### config.mk
export PLATFORM = sky130hd
export DESIGN_NAME = adc_dly_sched
export DESIGN_NICKNAME = d
export VERILOG_FILES = /design/src/rtl/adc_dly_pkg.sv /design/src/rtl/adc_dly_tick.sv /design/src/rtl/adc_dly_chan.sv /design/src/rtl/adc_dly_merge.sv /design/src/rtl/adc_dly_sched.sv
export SDC_FILE = /design/constraint.sdc
export NUM_CORES = 1
export LEC_CHECK = 0
export ABC_AREA = 1
export BUFFER_PORTS_ARGS = -buffer_cell sky130_fd_sc_hd__buf_4
export CAP_MARGIN = 25
export CORE_MARGIN = 3
export CORE_UTILIZATION = 30
export DETAILED_ROUTE_END_ITERATION = 8
export GPL_ROUTABILITY_DRIVEN = 0
export HOLD_SLACK_MARGIN = 0.02
export PLACE_DENSITY = 0.55
export SYNTH_ARGS = -nofsm -noshare
export SYNTH_HDL_FRONTEND = slang
export SYNTH_SLANG_ARGS = --single-unit
### constraint.sdc
create_clock -name clk -period 3.88 [get_ports clk]
set_input_delay 0.388 -clock clk [delete_from_list [all_inputs] [get_ports clk]]
set_output_delay 0.388 -clock clk [all_outputs]
set_load 0.005 [all_outputs]
### src/rtl/adc_dly_pkg.sv
package adc_dly_pkg;
  localparam int NCH     = 4;
  localparam int NSLOT   = 8;
  localparam int DLY_W   = 11;
  localparam int LOOP_W  = 5;
  localparam int RSV_W   = 3;
  localparam int CFG_W   = NSLOT + RSV_W + 1 + NCH + LOOP_W + DLY_W;
  localparam int CH_IDX_W = (NCH > 1) ? $clog2(NCH) : 1;

  // Field order fixes the bit positions software relies on.
  typedef struct packed {
    logic [NSLOT-1:0]  slots;
    logic [RSV_W-1:0]  rsv;
    logic              kick;
    logic [NCH-1:0]    chain;
    logic [LOOP_W-1:0] loops;
    logic [DLY_W-1:0]  delay;
  } dly_cfg_t;

  typedef enum logic [1:0] {
    OP_WRITE = 2'b00,
    OP_SET   = 2'b01,
    OP_CLR   = 2'b10,
    OP_NONE  = 2'b11
  } wr_op_e;

  function automatic dly_cfg_t apply_op(dly_cfg_t cur, wr_op_e op,
                                        logic [CFG_W-1:0] d);
    dly_cfg_t r;
    case (op)
      OP_WRITE: r = dly_cfg_t'(d);
      OP_SET:   r = dly_cfg_t'(cur | d);
      OP_CLR:   r = dly_cfg_t'(cur & ~d);
      default:  r = cur;
    endcase
    return r;
  endfunction
endpackage

### src/rtl/adc_dly_tick.sv
module adc_dly_tick #(
  parameter int DIV = 25000
) (
  input  logic clk,
  input  logic rst,
  output logic tick
);
  localparam int CW = (DIV > 1) ? $clog2(DIV) : 1;

  logic [CW-1:0] cnt_q;

  assign tick = (cnt_q == CW'(DIV - 1));

  always_ff @(posedge clk) begin
    if (rst) begin
      cnt_q <= '0;
    end else if (tick) begin
      cnt_q <= '0;
    end else begin
      cnt_q <= cnt_q + 1'b1;
    end
  end
endmodule

### src/rtl/adc_dly_chan.sv
module adc_dly_chan
  import adc_dly_pkg::*;
(
  input  logic                 clk,
  input  logic                 rst,
  input  logic                 tick,
  input  logic                 wr_hit,
  input  wr_op_e               wr_op,
  input  logic [CFG_W-1:0]     wr_data,
  input  logic                 restart,
  output logic                 expire,
  output logic [NSLOT-1:0]     slot_mask,
  output logic [NCH-1:0]       chain_mask,
  output logic                 busy
);
  dly_cfg_t          cfg_q;
  dly_cfg_t          cfg_w;
  logic [DLY_W-1:0]  cnt_q;
  logic [LOOP_W-1:0] lp_q;
  logic              unused_rsv;

  assign unused_rsv = ^cfg_q.rsv;

  // Expiry looks only at stored state, so restart paths never loop.
  assign expire = tick & cfg_q.kick & (cnt_q <= DLY_W'(1));

  always_comb begin
    cfg_w = wr_hit ? apply_op(cfg_q, wr_op, wr_data) : cfg_q;
  end

  always_ff @(posedge clk) begin
    if (rst) begin
      cfg_q <= '0;
      cnt_q <= '0;
      lp_q  <= '0;
    end else begin
      cfg_q <= cfg_w;
      if (restart) begin
        // a restart overrides a same-cycle stop or final expiry.
        cfg_q.kick <= 1'b1;
        cnt_q      <= cfg_w.delay;
        lp_q       <= cfg_w.loops;
      end else if (wr_hit && !cfg_q.kick && cfg_w.kick) begin
        cnt_q <= cfg_w.delay;
        lp_q  <= cfg_w.loops;
      end else if (wr_hit && !cfg_w.kick) begin
        cnt_q <= cnt_q;
      end else if (expire) begin
        if (lp_q == '0) begin
          cfg_q.kick <= 1'b0;
        end else begin
          lp_q  <= lp_q - 1'b1;
          cnt_q <= cfg_w.delay;
        end
      end else if (tick && cfg_q.kick) begin
        cnt_q <= cnt_q - 1'b1;
      end
    end
  end

  assign slot_mask  = cfg_q.slots;
  assign chain_mask = cfg_q.chain;
  assign busy       = cfg_q.kick;
endmodule

### src/rtl/adc_dly_merge.sv
module adc_dly_merge
  import adc_dly_pkg::*;
(
  input  logic                      clk,
  input  logic                      rst,
  input  logic [NCH-1:0]            expire,
  input  logic [NCH-1:0][NSLOT-1:0] slot_mask,
  input  logic [NCH-1:0][NCH-1:0]   chain_mask,
  output logic [NCH-1:0]            restart,
  output logic [NSLOT-1:0]          slot_trig
);
  logic [NSLOT-1:0] trig_d;

  always_comb begin
    trig_d  = '0;
    restart = '0;
    for (int i = 0; i < NCH; i++) begin
      if (expire[i]) begin
        trig_d  = trig_d | slot_mask[i];
        restart = restart | chain_mask[i];
      end
    end
  end

  always_ff @(posedge clk) begin
    if (rst) begin
      slot_trig <= '0;
    end else begin
      slot_trig <= trig_d;
    end
  end
endmodule

### src/rtl/adc_dly_sched.sv
module adc_dly_sched
  import adc_dly_pkg::*;
#(
  parameter int TICK_DIV = 25000
) (
  input  logic                clk,
  input  logic                rst,
  input  logic                wr_en,
  input  logic [1:0]          wr_op,
  input  logic [CH_IDX_W-1:0] wr_ch,
  input  logic [CFG_W-1:0]    wr_data,
  output logic [NSLOT-1:0]    slot_trig,
  output logic [NCH-1:0]      busy
);
  logic                      tick;
  logic [NCH-1:0]            expire;
  logic [NCH-1:0]            restart;
  logic [NCH-1:0][NSLOT-1:0] slot_mask;
  logic [NCH-1:0][NCH-1:0]   chain_mask;

  adc_dly_tick #(.DIV(TICK_DIV)) u_tick (
    .clk  (clk),
    .rst  (rst),
    .tick (tick)
  );

  for (genvar g = 0; g < NCH; g++) begin : g_ch
    adc_dly_chan u_ch (
      .clk        (clk),
      .rst        (rst),
      .tick       (tick),
      .wr_hit     (wr_en && (wr_ch == CH_IDX_W'(g))),
      .wr_op      (wr_op_e'(wr_op)),
      .wr_data    (wr_data),
      .restart    (restart[g]),
      .expire     (expire[g]),
      .slot_mask  (slot_mask[g]),
      .chain_mask (chain_mask[g]),
      .busy       (busy[g])
    );
  end

  adc_dly_merge u_merge (
    .clk        (clk),
    .rst        (rst),
    .expire     (expire),
    .slot_mask  (slot_mask),
    .chain_mask (chain_mask),
    .restart    (restart),
    .slot_trig  (slot_trig)
  );
endmodule

==> impl_metrics.ini, run 1 <==
[cts]
h-tree-depth = 1
cts_hold_buf = 0
clockRootBuffer = clkbuf_16
tritoncts = built
numCtsBuffers = 24
path_clk_slew_ns = 0.06
cts_setup_buffers = 0
cts.sinks = 203
cts_resized = 0
clk_path_buf_depth = 3
clock_latency_ns = 0.52

[floorplanning]
ios = 51
core_area_um2 = 35910
fp.dieArea_um2 = 39220
die_y_um = 198.0
start_util_pct = 30.80
rows = 69
dieWidth_um = 198.0

[global_route]
grt_pass1_vias = 9376
grt_overflow = 0
grt.total_usage_pct = 15.52
grt_max_degree = 90
antenna_found_initial = 0
grt_pass1_wl_um = 49550

[synth]
synth_edf_count = 0
async_reset_ff_share_pct = 0
synthCells = 1622
netlist_area_um2 = 11060
yosys-top-cells-area = dfxtp_1 37%, nand2_1 14%, nor2_1 9.3%
synth_top_area_share_pct = 36.73
yosysSeqAreaShare_pct = 36.73
ys_seq_elements = 203
synthTopCellsByCount = 422 x nand2_1, 274 x nor2_1, 203 x dfxtp_1
yosysMostFrequentCell = nand2_1
yosysWarningCount = 0
yosys.area.top_type = dfxtp_1
syn_nets = 1678
synth-main-ff-cell = dfxtp_1
syn_avg_cell_area_um2 = 6.821
synth_cell_types = 47

[timing]
fmax_mhz = 385.1
holdWs_ns = 0.2462
drv_slew = 0
finalSetupViolCount = 0
skew_ns = 0.009680
rsz0062_at_grt = no
tns_ns = 0
fin_crit_sh_pct = 66.93
worst_slack_ns = 1.283
relSlewSlack_pct = 32.73
fin_crit_ns = 2.597
tightest_slew_ns = 1.009
hold_violations = 0

[worst_setup_path]
crit_required_ns = 4.30
cp_slowest_cell = nor2_8
cp_top_family = simple AND/OR/NAND/NOR gates
path_class = register to register
crit_arrival_ns = 3.02
cp-end-kind = register
worst-path-max-fanout = 13
cp.depth = 14
worst_path_largest_cell_delay_ns = 0.39
timing.critical_path.mode_cell = nand2_1
crit_chain = ha_1, nand2_1, nor2_2, nand2_4, inv_4, nand3_4, nor2_8, nand2_1, nand4_1, nand2_1, nor2_4, nand2_1, nand2_1, nor2_1
worst-path-buf-inv = 1
start_kind = register
reg2reg_depth = 14

[flow_run]
cap_violations = 0

[finish]
nFillCells = 3833
area_delta_synth_final_pct = 12.96
design_area_um2 = 12500
drive_gt1_share_pct = 10.01
diodes = 0
post-route-util_pct = 34.80
nNetsFinal = 1697

[detailed_routing]
wl_um = 30690
drtPass1Iterations = 5
first_iter_violations = 736
vias = 10126
drc = 0
ant_nets = 0
routedWlPerCell_um = 14.48
vias_per_cell = 4.776

[power_and_ir_drop]
p_leak_nw = 5.393
irDropWorstVdd_uv = 296.0
p_per_area_nw_per_um2 = 392.3

[placement]
portBuffers = 47
post-place-ws_ns = 1.120
dp_hpwl_um = 21510
place_area_um2 = 11730

[status]
outcome = completed

[worst_hold_path]
hold_class = input pin to register
holdPathStages = 5
per-stage QoR:
step / cells / total power [mW]
floorplan: 1622 / 2.550
global placement: 2076 / 2.698
detailed placement: 2076 / 2.702
CTS: 2120 / 4.954
global route: 2120 / 5.105
finish: 2120 / 4.902
where the power goes:
group	switching, mW	internal (mW)
clock	0.909	1.34
sequential	0.0239	2.13
combinational	0.343	0.164
routing by layer:
metal  vias to the layer above  wire (um)  GRT usage [%]
li1                       5266          -              -
met1                      4624      14890          21.57
met2                       205      13920          25.88
met3                        31       1396          2.178
met4                         0        482          3.067
met5                         -          0              0
worst paths after layout:
kind | start | end | slack, ns
worst min register to register | u_tick.cnt_q[0] | u_tick.cnt_q[0] | 0.47
worst max register to register | u_tick.cnt_q[0] | g_ch[3].u_ch.cnt_q[9] | 1.28
worst min-delay path | wr_data[29] | g_ch[2].u_ch.slot_mask[5] | 0.25
worst max-delay path | u_tick.cnt_q[0] | g_ch[3].u_ch.cnt_q[9] | 1.28
sequential cells by signal (all words and copies together) (netlist names):
register,count
g_ch.u_ch.cfg_q,64
g_ch.u_ch.chain_mask,16
g_ch.u_ch.busy,4
u_tick.cnt_q,15
u_merge.slot_trig,8
g_ch.u_ch.cnt_q,44
g_ch.u_ch.slot_mask,32
g_ch.u_ch.lp_q,20
logic make-up after synthesis:
group | after synthesis | share of synthesized area [%]
xor+xnor | 49 | 3.879
buf+inv | 228 | 8.720
compound gates | 269 | 14.70
fa+ha+maj | 17 | 1.923
flops | 203 | 36.73
simple gates | 856 | 34.04
final cells by class:
| type | count | area [um^2] | share of cell area [%] |
|---|---|---|---|
| multi-input combinational | 1191 | 6035 | 48.29 |
| clock inverter | 8 | 90.09 | 0.7209 |
| sequential | 203 | 4064 | 32.52 |
| tap | 461 | 576.8 | 4.616 |
| timing repair buffer | 56 | 432.9 | 3.464 |
| clock buffer | 36 | 676.9 | 5.416 |
| inverter | 165 | 621.8 | 4.976 |
worst min-delay path, cell delays in order:
cell and delay (ns):
buf_4 0.11, inv_1 0.04, nor2_1 0.06, nand2_1 0.07, a21oi_1 0.05
cells in the final DEF (no fill, tap or decap), types with 5 or more instances in the layout:
cell	count
clkbuf_16	25
clkbuf_1	10
clkinv_2	6
nand2_2	14
nor3_1	19
nand2_1	422
dfxtp_1	203
nor2_1	274
ha_1	17
a41oi_1	8
nand3_1	50
xnor2_1	10
a22oi_1	64
inv_2	8
clkinv_1	10
nand4_1	23
o21ai_1	11
nor2_4	12
buf_4	55
xor2_1	39
o21ai_0	101
a21oi_1	71
inv_1	146
nand2_4	5
nor2_2	8
No activity file was read; power rests on OpenSTA's default activity.
==> run 2, diff against run 1 <==
Settings changed: ABC_AREA 1 to 0.
Clock period 3.88 ns to 2.62 ns, I/O delays scaled along.
==> impl_metrics.ini, run 2 <==
[status]
outcome = completed

[worst_hold_path]
hold_class = input pin to register

[finish]
area_delta_synth_final_pct = 27.88
largest_reg_flops = 64
drive_gt1_share_pct = 20.39
final_common_cell = dfxtp_1
largest-register = g_ch.u_ch.cfg_q
multiInputGateArea_um2 = 6031
stdcell_count = 1955
regArea_um2 = 4070
mostFrequentLayoutCells = 200 x dfxtp_1, 191 x buf_4, 184 x nand2_1
nNetsFinal = 1546
nFillCells = 3491

[worst_setup_path]
worst-path-buf-inv = 4
crit_arrival_ns = 3.01
cp_top_family = compound AO/OA/AOI/OAI gates
start_kind = register
crit_chain = inv_1, ha_1, o21bai_1, and2_1, and4_1, buf_4, a222oi_1, buf_4, nand3_2, nor2_1, buf_4, o221a_2
worst-path-max-fanout = 5
cp-end-kind = register
cp_slowest_cell = dfxtp_2
worst_path_largest_cell_delay_ns = 0.35
path_class = register to register
timing.critical_path.mode_cell = buf_4
crit_required_ns = 3.07

[synth]
async_reset_ff_share_pct = 0
synthCells = 1334
synth-main-ff-cell = dfxtp_1
yosys-top-cells-area = dfxtp_1 39%, a21oi_1 8.0%, nand2_1 6.7%
synth_simple_gate_area_share_pct = 22.83
synth_cell_types = 78
syn_avg_cell_area_um2 = 7.826
synth_compound_gate_area_share_pct = 26.43
synth_top_area_share_pct = 38.93
synthTopCellsByCount = 203 x dfxtp_1, 185 x nand2_1, 167 x a21oi_1
synthXorXnorAreaFrac_pct = 2.265
yosysMostFrequentCell = dfxtp_1
muxShareOfSynthArea_pct = 1.834
synth-adder-area-share_pct = 2.037
netlist_area_um2 = 10440
ys_seq_elements = 203
yosysSeqAreaShare_pct = 38.93
yosys.area.top_type = dfxtp_1
syn_nets = 1390
synth_top_family_by_area = compound AO/OA/AOI/OAI gates
synth_edf_count = 0
yosysWarningCount = 0

[cts]
numCtsBuffers = 24
clock_latency_ns = 0.53
path_clk_slew_ns = 0.06
clk_path_buf_depth = 3
cts.sinks = 203
tritoncts = built
clockRootBuffer = clkbuf_16
h-tree-depth = 1

[timing]
skew_ns = 0.02832
fin_crit_sh_pct = 97.66
fmax_mhz = 390.8
relSlewSlack_pct = 50.91
drv_slew = 0
hold_violations = 0
tightest_slew_ns = 0.7363
finalSetupViolCount = 0
fin_crit_ns = 2.559
rsz0062_at_grt = yes

[detailed_routing]
ant_nets = 0
vias = 10446
routedWlPerCell_um = 17.64
vias_per_cell = 5.343
drc = 0
drtPass1Iterations = 5
first_iter_violations = 851
wl_um = 34490

[placement]
dp_hpwl_um = 24770
portBuffers = 47
place_inst = 1888

[flow_run]
cap_violations = 0

[floorplanning]
fp.dieArea_um2 = 37070
ios = 51
core_area_um2 = 33950
die_y_um = 192.5
start_util_pct = 30.75
rows = 67
dieWidth_um = 192.5

[power_and_ir_drop]
p_per_area_nw_per_um2 = 545.8
p_clk_share_pct = 46.1
intPower_mw = 5.468
irDropWorstVdd_uv = 547.6
pwr-share-comb_pct = 10.2
pwr-share-seq_pct = 43.7
swShare_pct = 24.96
p_leak_nw = 5.324
net-switching-power_mw = 1.818
total_power_mw = 7.286

[global_route]
antenna_found_initial = 3
grt_overflow = 0
grt_pass1_wl_um = 54460
grt_max_degree = 84
grt.total_usage_pct = 18.42
grt_pass1_vias = 9815
run 2: cell count changes in the layout (fill, tap and decap cells not counted), sizes merged, moves of 35 or more:
cell / delta
a21oi: +93
a22oi: -35
buf: +141
inv: -89
nand2: -256
nor2: -205
run 2: routing by layer:
metal	global-route usage [%]	routed length, um	vias to the layer above
met3	2.707	1863	60
met5	0	48	-
met2	29.43	15400	281
met4	4.483	809	6
li1	-	-	5106
met1	26.11	16370	4993
run 2: logic make-up after synthesis:
group | Yosys count
buf+inv | 147
flops | 203
fa+ha+maj | 17
simple gates | 474
compound gates | 447
xor+xnor | 27
mux | 19
run 2: power by group through the flow:
stage / clock [mW] / sequential [mW] / combinational (mW)
2_1_floorplan: 0 / 3.24 / 0.410
3_3_place_gp: 0 / 3.25 / 0.698
3_5_place_dp: 0 / 3.25 / 0.705
4_1_cts: 3.44 / 3.18 / 0.726
5_1_grt: 3.58 / 3.19 / 0.819
6_report: 3.36 / 3.18 / 0.746
run 2: final timing paths:
kind,startpoint,end,slack (ns),cells after the start
worst max-delay path,g_ch[2].u_ch.cnt_q[1],g_ch[3].u_ch.cnt_q[9],0.06,12
worst min-delay path,wr_data[13],g_ch[2].u_ch.cfg_q[13],0.05,3
worst max register to register,g_ch[2].u_ch.cnt_q[1],g_ch[3].u_ch.cnt_q[9],0.06,12
worst min register to register,u_tick.cnt_q[0],u_tick.cnt_q[0],0.44,1
run 2: per-stage QoR:
step	area [um^2]	worst slack, ns	setup TNS [ns]	util [%]	hold WS [ns]
2_1_floorplan	10440	0.03929	0	-	0.3980
3_3_place_gp	12110	-0.1037	-0.7734	35.66	0.4234
3_5_place_dp	12110	-0.08832	-0.6363	35.66	0.4338
4_1_cts	13110	-0.008750	-0.008750	38.62	0.02441
5_1_grt	13350	-0.06985	-0.2878	39.31	0.04313
6_report	13350	0.06123	0	39.32	0.04957
run 2: cell type report:
cell class	count	area share [%]
inverters	65	1.828
clock buffers	36	5.211
clock inverters	6	0.7310
multi-input cells	985	45.17
well taps	448	4.199
diodes	1	0.01874
flip-flops and latches	203	30.49
repair buffers	211	12.35
run 2: timing repair:
item                       CTS  global route
hold buffers                13             0
gates cloned                 1             0
hold endpoints to repair    49             0
gates resized for setup     16            40
setup buffers                2             8
pin swaps                    5            16
setup endpoints to repair   33            60
run 2: worst min-delay path, cell delays in order:
cell,delay [ns]
buf_4,0.13
nand2_1,0.07
a21oi_1,0.06
